<file path="src/rtl/ds_pkg.sv">
package ds_pkg;
    localparam int unsigned NDEC    = 3;
    localparam int unsigned IDX_W   = 2;
    localparam int unsigned UOP_W   = 3;
    localparam int unsigned SUM_W   = 4;
    localparam int unsigned LEN_W   = 4;
    localparam int unsigned MAX_LEN = 7;
    localparam int unsigned FLOW_W  = 6;
    localparam int unsigned QCAP    = 6;
    localparam int unsigned CNT_W   = $clog2(QCAP + 1);

    typedef enum logic [1:0] {
        CL_SIMPLE = 2'd0,
        CL_CX2    = 2'd1,
        CL_CX3    = 2'd2,
        CL_CX4    = 2'd3
    } iclass_e;

    typedef struct packed {
        logic             valid;
        logic             cplx;
        logic             ucode;
        logic             jump;
        logic [UOP_W-1:0] uops;
    } slot_info_t;

    function automatic logic [UOP_W-1:0] class_uops(iclass_e c);
        return UOP_W'(c) + UOP_W'(1);
    endfunction
endpackage

</file>
<file path="src/rtl/ds_slot_class.sv">
module ds_slot_class
    import ds_pkg::*;
#(
    parameter int unsigned SLEN_W = LEN_W,
    parameter int unsigned SMAX   = MAX_LEN
) (
    input  logic              valid,
    input  logic [SLEN_W-1:0] len,
    input  logic [1:0]        cls,
    input  logic              jump,
    input  logic              lng,
    output slot_info_t        info
);
    iclass_e c;

    always_comb begin
        c          = iclass_e'(cls);
        info.valid = valid;
        info.cplx  = (c != CL_SIMPLE);
        info.ucode = lng | (len > SLEN_W'(SMAX));
        info.jump  = jump;
        info.uops  = class_uops(c);
    end
endmodule

</file>
<file path="src/rtl/ds_group_pick.sv">
module ds_group_pick
    import ds_pkg::*;
#(
    parameter int unsigned PCNT_W = CNT_W
) (
    input  logic                       clk,
    input  logic                       rst,
    input  slot_info_t                 info [NDEC],
    input  logic                       busy,
    input  logic [PCNT_W-1:0]          q_free,
    output logic [1:0]                 take,
    output logic                       flush,
    output logic                       handoff,
    output logic [NDEC-1:0]            dv,
    output logic [NDEC-1:0][IDX_W-1:0] dsrc,
    output logic [UOP_W-1:0]           d0u,
    output logic [PCNT_W-1:0]          sum_out
);
    logic [NDEC-1:0]            sel;
    logic                       run, seen, fl, fits;
    logic [IDX_W-1:0]           cidx;
    logic [1:0]                 n, k;
    logic [SUM_W-1:0]           sum;
    logic [NDEC-1:0]            mdv;
    logic [NDEC-1:0][IDX_W-1:0] msrc;
    logic [UOP_W-1:0]           md0u;

    // in-order scan: longest prefix with at most one complex instruction
    always_comb begin
        run  = 1'b1;
        seen = 1'b0;
        fl   = 1'b0;
        cidx = '0;
        n    = '0;
        sum  = '0;
        sel  = '0;
        for (int i = 0; i < NDEC; i++) begin
            if (run && info[i].valid && !info[i].ucode && !(info[i].cplx && seen)) begin
                sel[i] = 1'b1;
                n      = n + 2'd1;
                sum    = sum + SUM_W'(info[i].uops);
                if (info[i].cplx) begin
                    seen = 1'b1;
                    cidx = IDX_W'(i);
                end
                if (info[i].jump) begin
                    run = 1'b0;
                    fl  = 1'b1;
                end
            end else begin
                run = 1'b0;
            end
        end
    end

    // rotation: complex to decoder 0, simples after it in program order
    always_comb begin
        mdv  = '0;
        msrc = '0;
        md0u = '0;
        k    = seen ? 2'd1 : 2'd0;
        if (seen) begin
            mdv[0]  = 1'b1;
            msrc[0] = cidx;
            md0u    = info[cidx].uops;
        end
        for (int i = 0; i < NDEC; i++) begin
            if (sel[i] && !info[i].cplx) begin
                mdv[k]  = 1'b1;
                msrc[k] = IDX_W'(i);
                k       = k + 2'd1;
            end
        end
        if (!seen && mdv[0]) md0u = UOP_W'(1);
    end

    always_comb begin
        fits    = (sum <= SUM_W'(q_free));
        handoff = !busy && info[0].valid && info[0].ucode;
        take    = '0;
        flush   = 1'b0;
        dv      = '0;
        dsrc    = '0;
        d0u     = '0;
        sum_out = '0;
        if (handoff) begin
            take  = 2'd1;
            flush = info[0].jump;
        end else if (!busy && fits) begin
            take    = n;
            flush   = fl;
            dv      = mdv;
            dsrc    = msrc;
            d0u     = md0u;
            sum_out = PCNT_W'(sum);
        end
    end


    dec1_simple_chk: assert property (@(posedge clk) disable iff (rst)
        dv[1] |-> !info[dsrc[1]].cplx);

    dec2_simple_chk: assert property (@(posedge clk) disable iff (rst)
        dv[2] |-> !info[dsrc[2]].cplx);

    two_cplx_chk: assert property (@(posedge clk) disable iff (rst)
        (info[0].cplx && info[1].cplx && !info[0].ucode) |-> take <= 2'd1);

    room_chk: assert property (@(posedge clk) disable iff (rst)
        (|dv) |-> sum_out <= q_free);
endmodule

</file>
<file path="src/rtl/ds_ucode_pacer.sv">
module ds_ucode_pacer
    import ds_pkg::*;
#(
    parameter int unsigned RFLOW_W = FLOW_W,
    parameter int unsigned RATE    = QCAP,
    parameter int unsigned RCNT_W  = CNT_W
) (
    input  logic               clk,
    input  logic               rst,
    input  logic               load,
    input  logic [RFLOW_W-1:0] load_len,
    input  logic [RCNT_W-1:0]  q_free,
    output logic               busy,
    output logic [RCNT_W-1:0]  emit
);
    logic [RFLOW_W-1:0] remaining;
    logic [RFLOW_W-1:0] e;

    always_comb begin
        e = remaining;
        if (e > RFLOW_W'(RATE))   e = RFLOW_W'(RATE);
        if (e > RFLOW_W'(q_free)) e = RFLOW_W'(q_free);
        emit = RCNT_W'(e);
        busy = (remaining != '0);
    end

    always_ff @(posedge clk) begin
        if (rst)       remaining <= '0;
        else if (load) remaining <= load_len;
        else if (busy) remaining <= remaining - e;
    end


    pacer_progress_chk: assert property (@(posedge clk) disable iff (rst)
        (busy && !load && q_free != '0) |=> remaining < $past(remaining));

    pacer_hold_chk: assert property (@(posedge clk) disable iff (rst)
        (busy && q_free == '0) |=> $stable(remaining));
endmodule

</file>
<file path="src/rtl/decode_steer.sv">
module decode_steer
    import ds_pkg::*;
#(
    parameter int unsigned P_LEN_W   = LEN_W,
    parameter int unsigned P_MAX_LEN = MAX_LEN,
    parameter int unsigned P_FLOW_W  = FLOW_W,
    parameter int unsigned P_RATE    = QCAP,
    localparam int unsigned L_CNT_W  = CNT_W
) (
    input  logic                          clk,
    input  logic                          rst,
    input  logic [NDEC-1:0]               grp_valid,
    input  logic [NDEC-1:0][P_LEN_W-1:0]  grp_len,
    input  logic [NDEC-1:0][1:0]          grp_cls,
    input  logic [NDEC-1:0]               grp_jump,
    input  logic [NDEC-1:0]               grp_long,
    input  logic [NDEC-1:0][P_FLOW_W-1:0] grp_flow,
    input  logic [L_CNT_W-1:0]            q_free,
    output logic [1:0]                    take_cnt,
    output logic                          take_flush,
    output logic [NDEC-1:0]               dec_valid,
    output logic [NDEC-1:0][IDX_W-1:0]    dec_src,
    output logic [UOP_W-1:0]              dec0_uops,
    output logic [L_CNT_W-1:0]            out_uops,
    output logic                          seq_busy
);
    slot_info_t                 info [NDEC];
    logic                       handoff;
    logic [NDEC-1:0]            p_dv;
    logic [NDEC-1:0][IDX_W-1:0] p_src;
    logic [UOP_W-1:0]           p_d0u;
    logic [L_CNT_W-1:0]         p_sum;
    logic [L_CNT_W-1:0]         emit;

    for (genvar g = 0; g < NDEC; g++) begin : g_slot
        ds_slot_class #(.SLEN_W(P_LEN_W), .SMAX(P_MAX_LEN)) u_cls (
            .valid (grp_valid[g]),
            .len   (grp_len[g]),
            .cls   (grp_cls[g]),
            .jump  (grp_jump[g]),
            .lng   (grp_long[g]),
            .info  (info[g])
        );
    end

    ds_group_pick #(.PCNT_W(L_CNT_W)) u_pick (
        .clk     (clk),
        .rst     (rst),
        .info    (info),
        .busy    (seq_busy),
        .q_free  (q_free),
        .take    (take_cnt),
        .flush   (take_flush),
        .handoff (handoff),
        .dv      (p_dv),
        .dsrc    (p_src),
        .d0u     (p_d0u),
        .sum_out (p_sum)
    );

    ds_ucode_pacer #(.RFLOW_W(P_FLOW_W), .RATE(P_RATE), .RCNT_W(L_CNT_W)) u_pacer (
        .clk      (clk),
        .rst      (rst),
        .load     (handoff),
        .load_len (grp_flow[0]),
        .q_free   (q_free),
        .busy     (seq_busy),
        .emit     (emit)
    );

    always_ff @(posedge clk) begin
        if (rst) begin
            dec_valid <= '0;
            dec_src   <= '0;
            dec0_uops <= '0;
            out_uops  <= '0;
        end else begin
            dec_valid <= p_dv;
            dec_src   <= p_src;
            dec0_uops <= p_d0u;
            out_uops  <= seq_busy ? emit : p_sum;
        end
    end


    busy_block_chk: assert property (@(posedge clk) disable iff (rst)
        seq_busy |-> take_cnt == 2'd0);

    out_room_chk: assert property (@(posedge clk) disable iff (rst)
        out_uops <= $past(q_free));

    issue_count_chk: assert property (@(posedge clk) disable iff (rst)
        (|dec_valid) |-> $countones(dec_valid) == int'($past(take_cnt)));

    handoff_quiet_chk: assert property (@(posedge clk) disable iff (rst)
        handoff |=> dec_valid == '0);
endmodule

</file>
<file path="config.mk">
export PLATFORM = sky130hd
export DESIGN_NAME = decode_steer
export DESIGN_NICKNAME = d
export VERILOG_FILES = /design/src/rtl/ds_pkg.sv /design/src/rtl/ds_slot_class.sv /design/src/rtl/ds_group_pick.sv /design/src/rtl/ds_ucode_pacer.sv /design/src/rtl/decode_steer.sv
export SDC_FILE = /design/constraint.sdc
export NUM_CORES = 1
export LEC_CHECK = 0
export CORE_MARGIN = 3
export CORE_UTILIZATION = 47
export CTS_BUF_LIST = sky130_fd_sc_hd__clkbuf_4
export DETAILED_ROUTE_END_ITERATION = 12
export GPL_TIMING_DRIVEN = 1
export PLACE_DENSITY = 0.83
export REMOVE_ABC_BUFFERS = 1
export SYNTH_ARGS = -nofsm -noshare
export SYNTH_HDL_FRONTEND = slang
export SYNTH_SLANG_ARGS = --single-unit
</file>
<file path="constraint.sdc">
create_clock -name clk -period 8.16 [get_ports clk]
set_clock_uncertainty 0.2 [all_clocks]
set_input_delay 1.632 -clock clk [delete_from_list [all_inputs] [get_ports clk]]
set_output_delay 1.632 -clock clk [all_outputs]
set_load 0.02 [all_outputs]
</file>
* After elaboration in Yosys (flattened, before gate mapping)
Index checks and enable logic that the tools add are counted.
** Storage, ports and cells
- Output and inout port bits :: 19
- Register bits after elaboration :: 21
- Input bits :: 50
- Word-level logic and storage cells :: 152
** Operators by class
- Order comparisons :: 13
- Muxes and demuxes :: 68
- Reduce and logical (&&, ||, !) cells :: 36
- Bitwise operators :: 17
- Add/subtract/negate cells :: 10
** Operators by type and width (number)
- 6-bit two-way mux :: 7
- 1-bit two-way mux :: 30
- 3-bit two-way mux :: 9
- 2-bit two-way mux :: 13
- 1-bit logical AND :: 19
- 7-bit binary-select mux with 2-bit select :: 1
- 2-bit demux with 2-bit select :: 3
- 4-bit by 3-bit > comparator with 1-bit output (second input constant) :: 3
- 3-bit bitwise OR :: 4
- 1-bit zero test :: 10
- 2-bit by 1-bit adder with 3-bit output (second input constant) :: 3
- 2-bit by 3-bit less-than comparator with 1-bit output (second input constant) :: 3
- 4-bit two-way mux :: 2
- 2-bit nonzero test :: 4
- 2-bit by 1-bit adder with 2-bit output (second input constant) :: 3
- 2-bit by 6-bit AND with 6-bit output :: 1
- 3-bit AND :: 2
- 1-bit demux with 2-bit select :: 3
- 2-bit by 1-bit greater-or-equal comparator with 1-bit output (second input constant) :: 3
- 6-bit by 3-bit > comparator with 1-bit output :: 1
- 6-bit by 3-bit > comparator with 1-bit output (second input constant) :: 1
- 3-bit inverter :: 2
- 6-bit inverter :: 1
- 6-bit nonzero test :: 1
- 12 further kinds :: 15

* Logic depth before layout (Yosys ltp)
Gate-level depths: netlist of the first run.
- Depth in word-level cells :: 26
- Depth in mapped cells :: 22

* By module
A second synthesis of the first run with hierarchy kept.
** Second synthesis, totals
- Cells, all modules :: 264
- Area, all modules :: 2381.0 sq um
** Modules (own cells, without submodules)
- ds_group_pick :: area each 1162.4 sq um, times used 1, cells an instance 134
- ds_ucode_pacer :: area each 610.6 sq um, times used 1, cells an instance 72
- decode_steer :: area each 435.4 sq um, times used 1, cells an instance 34
- ds_slot_class :: area each 57.6 sq um, times used 3, cells an instance 8

* Worst setup path after synthesis of the first run
OpenSTA, ideal clock, no wires.
- Kind :: input to output
- From :: input grp_len[3] in the netlist's numbering
- To :: output take_flush
- Path buffers :: 1
- Data arrival time :: 5593 ps
- Setup slack :: 735 ps
- Stages on the path :: 18
- Cells stage by stage :: nor3b_1 > clkbuf_1 > inv_1 > nor2_1 > ha_1 > fa_1 > mux2i_1 > nor2_1 > fa_1 > a21oi_1 > inv_1 > ha_1 > nor2b_1 > o21a_1 > o21ai_0 > nand2_2 > or3_1 > o21ai_0
** Between the ends
- Longest elaborated chain between the ends :: 17
- Elaborated cells on any way between the ends :: 35
- Classes of those cells :: 2 x add/sub; 2 x order compare; 16 x mux; 1 x bitwise; 14 x reduce/logical
** Ends and longest elaborated chain
- start: declaration :: line decode_steer.sv:13 : input logic [NDEC-1:0][P_LEN_W-1:0] grp_len,
- 4-bit by 3-bit > comparator with 1-bit output (*) :: line ds_slot_class.sv:20 : info.ucode = lng | (len > SLEN_W'(SMAX));
- 1-bit bitwise OR (*) :: line ds_slot_class.sv:20
- branches (longest 14 deep; another with 3-bit by 3-bit adder with 4-bit output)
- 1-bit two-way mux (*) :: line ds_group_pick.sv:86 : if (handoff) begin
- end: declaration :: line decode_steer.sv:20 : output logic take_flush,
Every way passes the cells marked *.

* Worst setup path after layout of the first run
- From :: input grp_valid[0]
- To :: output take_cnt[1]
** Between the ends
- Longest elaborated chain between the ends :: 14
- Elaborated cells on any way between the ends :: 33
- Classes of those cells :: 4 x add/sub; 1 x order compare; 14 x mux; 14 x reduce/logical
** Ends and longest elaborated chain
- start: declaration :: line decode_steer.sv:12 : input logic [NDEC-1:0] grp_valid,
- branches (longest 13 deep; another with 3-bit by 3-bit adder with 4-bit output)
- 2-bit two-way mux (*) :: line ds_group_pick.sv:86
- end: declaration :: line decode_steer.sv:19 : output logic [1:0] take_cnt,
Marked as above.

==> summary.txt, run 1 <==
Placed design
  • Placer congestion estimate: 0.851
  • Port Buffer Count: between 40 and 50
  • Dpl cells: 330
  • Pre-CTS WS: -0.0508 ns
  • HPWL after DPL: 3.64 mm
  • Area after DPL: between 0.002 and 0.0025 sq mm

CTS
  • CTS Buf Count: 3
  • Reg clk slew, reported paths: roughly 0.12 ns
  • Cts hold-fix bufs: 0
  • Root Driver: clkbuf_4
  • Clk_lat worst skew: between 0.3 and 0.4 ns
  • Longest Clk Path Bufs: 2
  • Clock Sinks: 21
  • TritonCTS clock tree: yes
  • H-Tree Depth: 1

Global route
  • Vias in the first global route: 1774
  • Largest net degree at the start of global routing: 16
  • Remaining Overflow, GRT: 0
  • Tot GR Track Use: about a fifth
  • First-pass GRT wire length: around 7.7 mm
  • Initial antenna violation count: 0

Routing
  • Total number of vias: 1783
  • DR pass1 iterations: 4
  • Antenna Violating Nets Remaining: 0
  • Drt wl/cell: 12.9 microns
  • WL final: 4.30 mm
  • Initial DRC count: 105
  • Drc violations: 0
  • Vias per std cell: ~5.3

Final layout
  • FILL cells: between 300 and 400
  • Fin area: 0.00253 sq mm
  • Antenna cell count: 0
  • Share of cells above drive strength 1: 11.9%
  • Nets@finish: 370
  • Final Non-Filler Cells: 334
  • P&R area growth vs syn: 31.6%

Timing
  • RSZ-0062 raised after global routing: false
  • Total negative slack: 0 ns
  • Hold Vio Cnt, Final: 0
  • Tcrit/Tclk final: 95.4%
  • Slew at the pin with the worst max-slew slack: 0.726 ns
  • Final setup violation count: 0
  • Final WS setup: 0.379 ns
  • Fin. max-slew vios: 0
  • Max_slew headroom: around half
  • Crit path time final: 7.78 ns
  • Max Freq: 0.129 GHz

Hold path
  • HP Start: u_pacer.remaining[5]
  • Hold Crit Class: flop to flop
  • Worst Hold Endpoint: u_pacer.remaining[5]
  • WHS Path Cells: 3

Setup path
  • Reg-to-Reg Start: u_pacer.remaining[3]
  • Reg-to-reg slack, setup: 4.29 ns
  • Worst path required time: ~6.3 ns
  • R2r endpoint: u_pacer.remaining[3]
  • Critical Path End Type: output pin
  • Critical Path Source: grp_valid[0]
  • Worst setup path category: primary input to output pin
  • CP Launch Type: primary input
  • R2R depth: 15
  • Critical path arrival: 5.95 ns
  • Worst-path maximum fanout: 6

Floorplan
  • Die area: around 0.005 sq mm
  • I/O Pins: a little under 70
  • Core Area: 0.00380 sq mm
  • Die X: 69.9 microns
  • Number of cell rows: 22
  • Initial Util: about half
  • Die height: approximately 70 microns

Power and ir drop
  • VDD IR max: 0.0910 mV
  • P_leak: ~1.1 nW
  • Power Density: 196 mW/mm^2
  • Overall Power: 0.495 mW

Synth
  • Post-synth EDFFs: 0
  • Mapped Area: 0.00192 sq mm
  • Ys flop type: dfxtp_1
  • Seq/Total Area, Yosys: 21.9%
  • Syn Inst Count: 231
  • Async SR Flop Fraction: 0%
  • Avg Inst Size Synth: approximately 8.3 sq um
  • Register bit count reported by yosys: 21
  • Yosys warns: 0
  • Synth unique cells: 49

Run status
  • Status: finished clean

Run
  • Max-cap violations: 0
==> critical path: stages <==
cell and delay [ns]:
clkdlybuf4s50_1 0.46, nor3b_1 0.18, buf_4 0.18, inv_1 0.05, nor2_1 0.08, ha_1 0.19, fa_1 0.43, mux2i_1 0.22
nor2_1 0.12, fa_1 0.48, a21oi_1 0.23, inv_1 0.07, ha_1 0.28, nor2b_1 0.14, o21a_1 0.16, o21ai_1 0.15
nand2_2 0.07, or3_1 0.39, nor2_1 0.11, clkdlybuf4s15_1 0.30
==> placed cells by master, fill, tap and decap left out, drive strengths merged, types with 2 or more instances in the layout <==
cell | netlist | final
clkdlybuf4s50 | 0 | 44
ha | 29 | 29
nor2 | 25 | 25
inv | 24 | 24
dfxtp | 21 | 21
a21oi | 14 | 14
nand2 | 14 | 14
buf | 3 | 11
nand3 | 10 | 10
mux2i | 9 | 9
o21ai | 9 | 9
nor3 | 8 | 8
nand2b | 5 | 5
nor2b | 5 | 5
a21o | 4 | 4
a31oi | 4 | 4
fa | 4 | 4
clkbuf | 5 | 4
nor3b | 3 | 3
xor2 | 3 | 3
a211oi | 3 | 3
mux2 | 3 | 3
or3 | 2 | 2
and2 | 2 | 2
xnor2 | 2 | 2
a22oi | 2 | 2
o22ai | 2 | 2
conb | 1 | 2
nor4b | 2 | 2
nor4 | 2 | 2
==> per-layer routing <==
metal | vias to the layer above | global-route usage [%] | routed length [microns] | share of wire (%)
li1 | 911 | - | - | -
met1 | 807 | 24.6 | 1930 | 45
met2 | 54 | 31.0 | 2000 | 46
met3 | 11 | 2.59 | 254 | 5.9
met4 | 0 | 7.66 | 112 | 2.6
met5 | - | 0 | 0 | 0
==> worst max path at each step <==
stage,end,slack [ns],cells after the start
2_1_floorplan,take_flush,0.44,17
3_3_place_gp,take_flush,0.006,21
3_5_place_dp,take_flush,-0.05,20
4_1_cts,take_flush,0.17,20
5_1_grt,take_cnt[1],0.01,20
6_report,take_cnt[1],0.38,20
==> metrics by stage <==
| stage | hold slack [ns] | utilization (%) |
|---|---|---|
| 2_1_floorplan | 0.335 | - |
| 3_3_place_gp | 0.355 | 65.7 |
| 3_5_place_dp | 0.367 | 65.7 |
| 4_1_cts | 0.388 | 66.4 |
| 5_1_grt | 0.453 | 66.5 |
| 6_report | 0.383 | 66.5 |
==> power breakdown <==
| part | leakage, nW | switching [mW] | internal [mW] |
|---|---|---|---|
| sequential | 0.171 | 0.0118 | 0.121 |
| clock | 0.0139 | 0.0342 | 0.0187 |
| combinational | 0.953 | 0.163 | 0.147 |
==> kinds of logic after synthesis <==
kind of cell / Yosys count / share of synthesized area [%]
and+or+nand+nor: 84 / 24.5
AOI/OAI and AO/OA: 42 / 14.3
adders and majority gates: 34 / 23.6
buffers and inverters: 32 / 6.84
DFF: 21 / 21.9
muxes: 12 / 6.45
xor gates and xnor gates: 5 / 2.28
other: 1 / 0.195
==> cells in the mapped netlist, types with 2 or more instances <==
| library cell | count | area [sq um] |
|---|---|---|
| a21oi_1 | 14 | 70.1 |
| o21ai_0 | 6 | 30.0 |
| o22ai_2 | 2 | 25.0 |
| nand3_1 | 10 | 50.1 |
| and2_1 | 2 | 12.5 |
| clkbuf_1 | 5 | 18.8 |
| nor2_1 | 25 | 93.8 |
| ha_1 | 29 | 363 |
| xnor2_1 | 2 | 17.5 |
| mux2_2 | 3 | 33.8 |
| nor3_2 | 3 | 30.0 |
| mux2i_1 | 9 | 90.1 |
| nor3b_1 | 3 | 22.5 |
| a21o_1 | 4 | 30.0 |
| a22oi_1 | 2 | 15.0 |
| a211oi_1 | 3 | 22.5 |
| o21ai_1 | 3 | 15.0 |
| fa_1 | 4 | 80.1 |
| dfxtp_1 | 21 | 420 |
| nor2b_1 | 5 | 31.3 |
| or3_1 | 2 | 12.5 |
| nand2b_1 | 5 | 31.3 |
| xor2_1 | 3 | 26.3 |
| inv_1 | 23 | 86.3 |
| nand2_1 | 13 | 48.8 |
| a31oi_1 | 4 | 25.0 |
| nor3_1 | 4 | 20.0 |
==> state kept, by name, summed over array words and instances (netlist names) <==
name,count
dec_src,6
dec0_uops,3
u_pacer.remaining,6
dec_valid,3
out_uops,3
==> area by class of cell <==
class	count	area (sq um)	area share, %
clock buffers	3	22.5	0.891
repair buffers	58	551	21.8
well taps	48	60.1	2.38
clock inverters	1	7.51	0.297
multi-input cells	179	1380	54.5
flip-flops and latches	21	420	16.6
inverters	24	90.1	3.56
==> timing repair <==
item | 4_1_cts | 5_1_grt
endpoints found under the setup margin | 2 | 3
setup buffers | 0 | 0
endpoints found under the hold margin | 0 | 0
pin swaps | 0 | 0
resized for setup | 2 | 7
Note: power is estimated with default switching activity, not from simulation.
==> inputs of run 2 (changes only) <==
--- a/config.mk
+++ b/config.mk
@@ -5,12 +5,14 @@
 export SDC_FILE = /design/constraint.sdc
 export NUM_CORES = 1
 export LEC_CHECK = 0
+export CELL_PAD_IN_SITES_DETAIL_PLACEMENT = 2
+export CELL_PAD_IN_SITES_GLOBAL_PLACEMENT = 2
 export CORE_MARGIN = 3
-export CORE_UTILIZATION = 47
+export CORE_UTILIZATION = 26
 export CTS_BUF_LIST = sky130_fd_sc_hd__clkbuf_4
 export DETAILED_ROUTE_END_ITERATION = 12
 export GPL_TIMING_DRIVEN = 1
-export PLACE_DENSITY = 0.83
+export PLACE_DENSITY_LB_ADDON = 0.2
 export REMOVE_ABC_BUFFERS = 1
 export SYNTH_ARGS = -nofsm -noshare
 export SYNTH_HDL_FRONTEND = slang
==> summary.txt, run 2 (synthesis gave the netlist of run 1 again) <==
Setup path
  • Critical path's slowest cell: fa_1
  • WP buf/inv: 4
  • Worst-path maximum fanout: 2
  • Worst path max stage delay: 0.50 ns
  • Crit path max-delay family: adder cells
  • Reg-to-reg slack, setup: 4.18 ns
  • Worst path required time: 6.33 ns
  • Critical path arrival: 5.90 ns
  • Worst setup path category: primary input to output pin
  • Worst path cell trace: clkdlybuf4s50_1 > nor3b_2 > inv_1 > nor2_1 > ha_1 > fa_1 > mux2i_1 > nor2_1 > fa_1 > a21oi_2 > inv_1 > ha_1 > nor2b_1 > o21a_1 > o21ai_1 > nand2_2 > or3_1 > nor2_1 > dlygate4sd2_1
  • CP Launch Type: primary input
  • Critical Path End Type: output pin
  • Critical Path Most Common Cell: nor2_1

CTS
  • Longest Clk Path Bufs: 2
  • Clk_lat worst skew: 0.31 ns
  • Clock Sinks: 21
  • CTS Buf Count: 3
  • Postcts setup bufs: 0
  • Reg clk slew, reported paths: 0.13 ns
  • Root Driver: clkbuf_4
  • H-Tree Depth: 1
  • Cts hold-fix bufs: 0
  • TritonCTS clock tree: yes

Power and ir drop
  • Power Density: 194 mW/mm^2
  • VDD IR max: 0.0640 mV
  • P_leak: 1.19 nW

Routing
  • DR pass1 iterations: 4
  • Total number of vias: 1853
  • Vias per std cell: 4.75
  • WL final: 5.75 mm
  • Initial DRC count: 64
  • Drc violations: 0
  • Antenna Violating Nets Remaining: 0
  • Drt wl/cell: 14.7 microns

Final layout
  • P&R area growth vs syn: 38.2%
  • Final Non-Filler Cells: 390
  • Most frequent cells in the layout: 44 x clkdlybuf4s50_1, 29 x ha_1, 25 x nor2_1, 23 x inv_1, 21 x dfxtp_1
  • Antenna cell count: 0
  • Layout Utilization: 38.0%
  • Fin area: 0.00266 sq mm
  • Share of cells above drive strength 1: 15.0%
  • Most common cell after layout, fill and taps aside: clkdlybuf4s50_1
  • Biggest regs: dec_src x6, u_pacer.remaining x6
  • Nets@finish: 378
  • FILL cells: 830

Timing
  • Max_slew headroom: between 50% and 60%
  • Total negative slack: 0 ns
  • Final setup violation count: 0
  • RSZ-0062 raised after global routing: false
  • Crit path time final: between 7 and 8 ns
  • Fin. max-slew vios: 0
  • Slew at the pin with the worst max-slew slack: between 0.7 and 0.8 ns
  • Max Freq: 0.129 GHz
  • Hold Slack: 0.391 ns
  • Tcrit/Tclk final: 94.7%
  • Hold Vio Cnt, Final: 0

Placed design
  • Area after DPL: 0.00262 sq mm
  • Placer congestion estimate: 0.753
  • Dpl cells: a little under 400
  • HPWL after DPL: 4.87 mm
  • Port Buffer Count: 47

Global route
  • Remaining Overflow, GRT: 0
  • Initial antenna violation count: 0
  • First-pass GRT wire length: 9.69 mm
  • Vias in the first global route: 1971
  • Tot GR Track Use: 14.2%
  • Largest net degree at the start of global routing: 16

Floorplan
  • Core Area: about 0.0070 sq mm
  • Number of cell rows: 30
  • I/O Pins: 69
  • Die area: 0.00845 sq mm
  • Initial Util: 27.5%
  • Die height: 91.9 microns
  • Die X: just over 90 microns

Run
  • Max-cap violations: 0

Hold path
  • Hold Crit Class: flop to flop

Run status
  • Status: finished clean
run 2: routing by layer:
| layer | routed length, microns | vias to the layer above | share of wire [%] | track usage [%] |
|---|---|---|---|---|
| met1 | 2830 | 895 | 49 | 19.4 |
| met2 | 2720 | 28 | 47 | 23.9 |
| li1 | - | 928 | - | - |
| met5 | 0 | - | 0 | 0 |
| met3 | 147 | 2 | 2.6 | 1.15 |
| met4 | 48 | 0 | 0.84 | 4.08 |
run 2: repair_timing:
| action | 4_1_cts | 5_1_grt |
|---|---|---|
| pin swaps | 0 | 0 |
| resized for setup | 4 | 6 |
| endpoints found under the setup margin | 3 | 3 |
run 2: power breakdown:
group	switching (mW)	internal [mW]
Clock	0.0343	0.0224
Sequential	0.0121	0.121
Combinational	0.175	0.151
Total	0.221	0.295
run 2: final cells by class:
class	instances	area (sq um)	share of cell area (%)
sequential	21	420	15.8
clock buffer	4	30.0	1.13
timing repair buffer	66	609	23.0
multi-input combinational	179	1390	52.2
tap	96	120	4.52
inverter	24	90.1	3.39
run 2: tightest hold or removal path, delay by kind of cell (launching register included):
family           cells  cell delay, ns
flip-flops           1            0.35
AO/OA/AOI/OAI        1            0.10
AND/OR/NAND/NOR      2            0.10
run 2: through the flow:
step,worst slack (ns),power [mW]
4_1_cts,0.121,0.528
3_3_place_gp,-0.218,0.454
6_report,0.429,0.516
3_5_place_dp,-0.306,0.466
2_1_floorplan,0.440,0.355
5_1_grt,0.0137,0.573
run 2: worst paths after layout:
kind | endpoint | cells past startpoint | from
worst max-delay path | take_cnt[1] | 19 | grp_len[3]
worst min-delay path | u_pacer.remaining[5] | 3 | u_pacer.remaining[5]
worst max register to register | u_pacer.remaining[3] | 15 | u_pacer.remaining[3]
worst min register to register | u_pacer.remaining[5] | 3 | u_pacer.remaining[5]
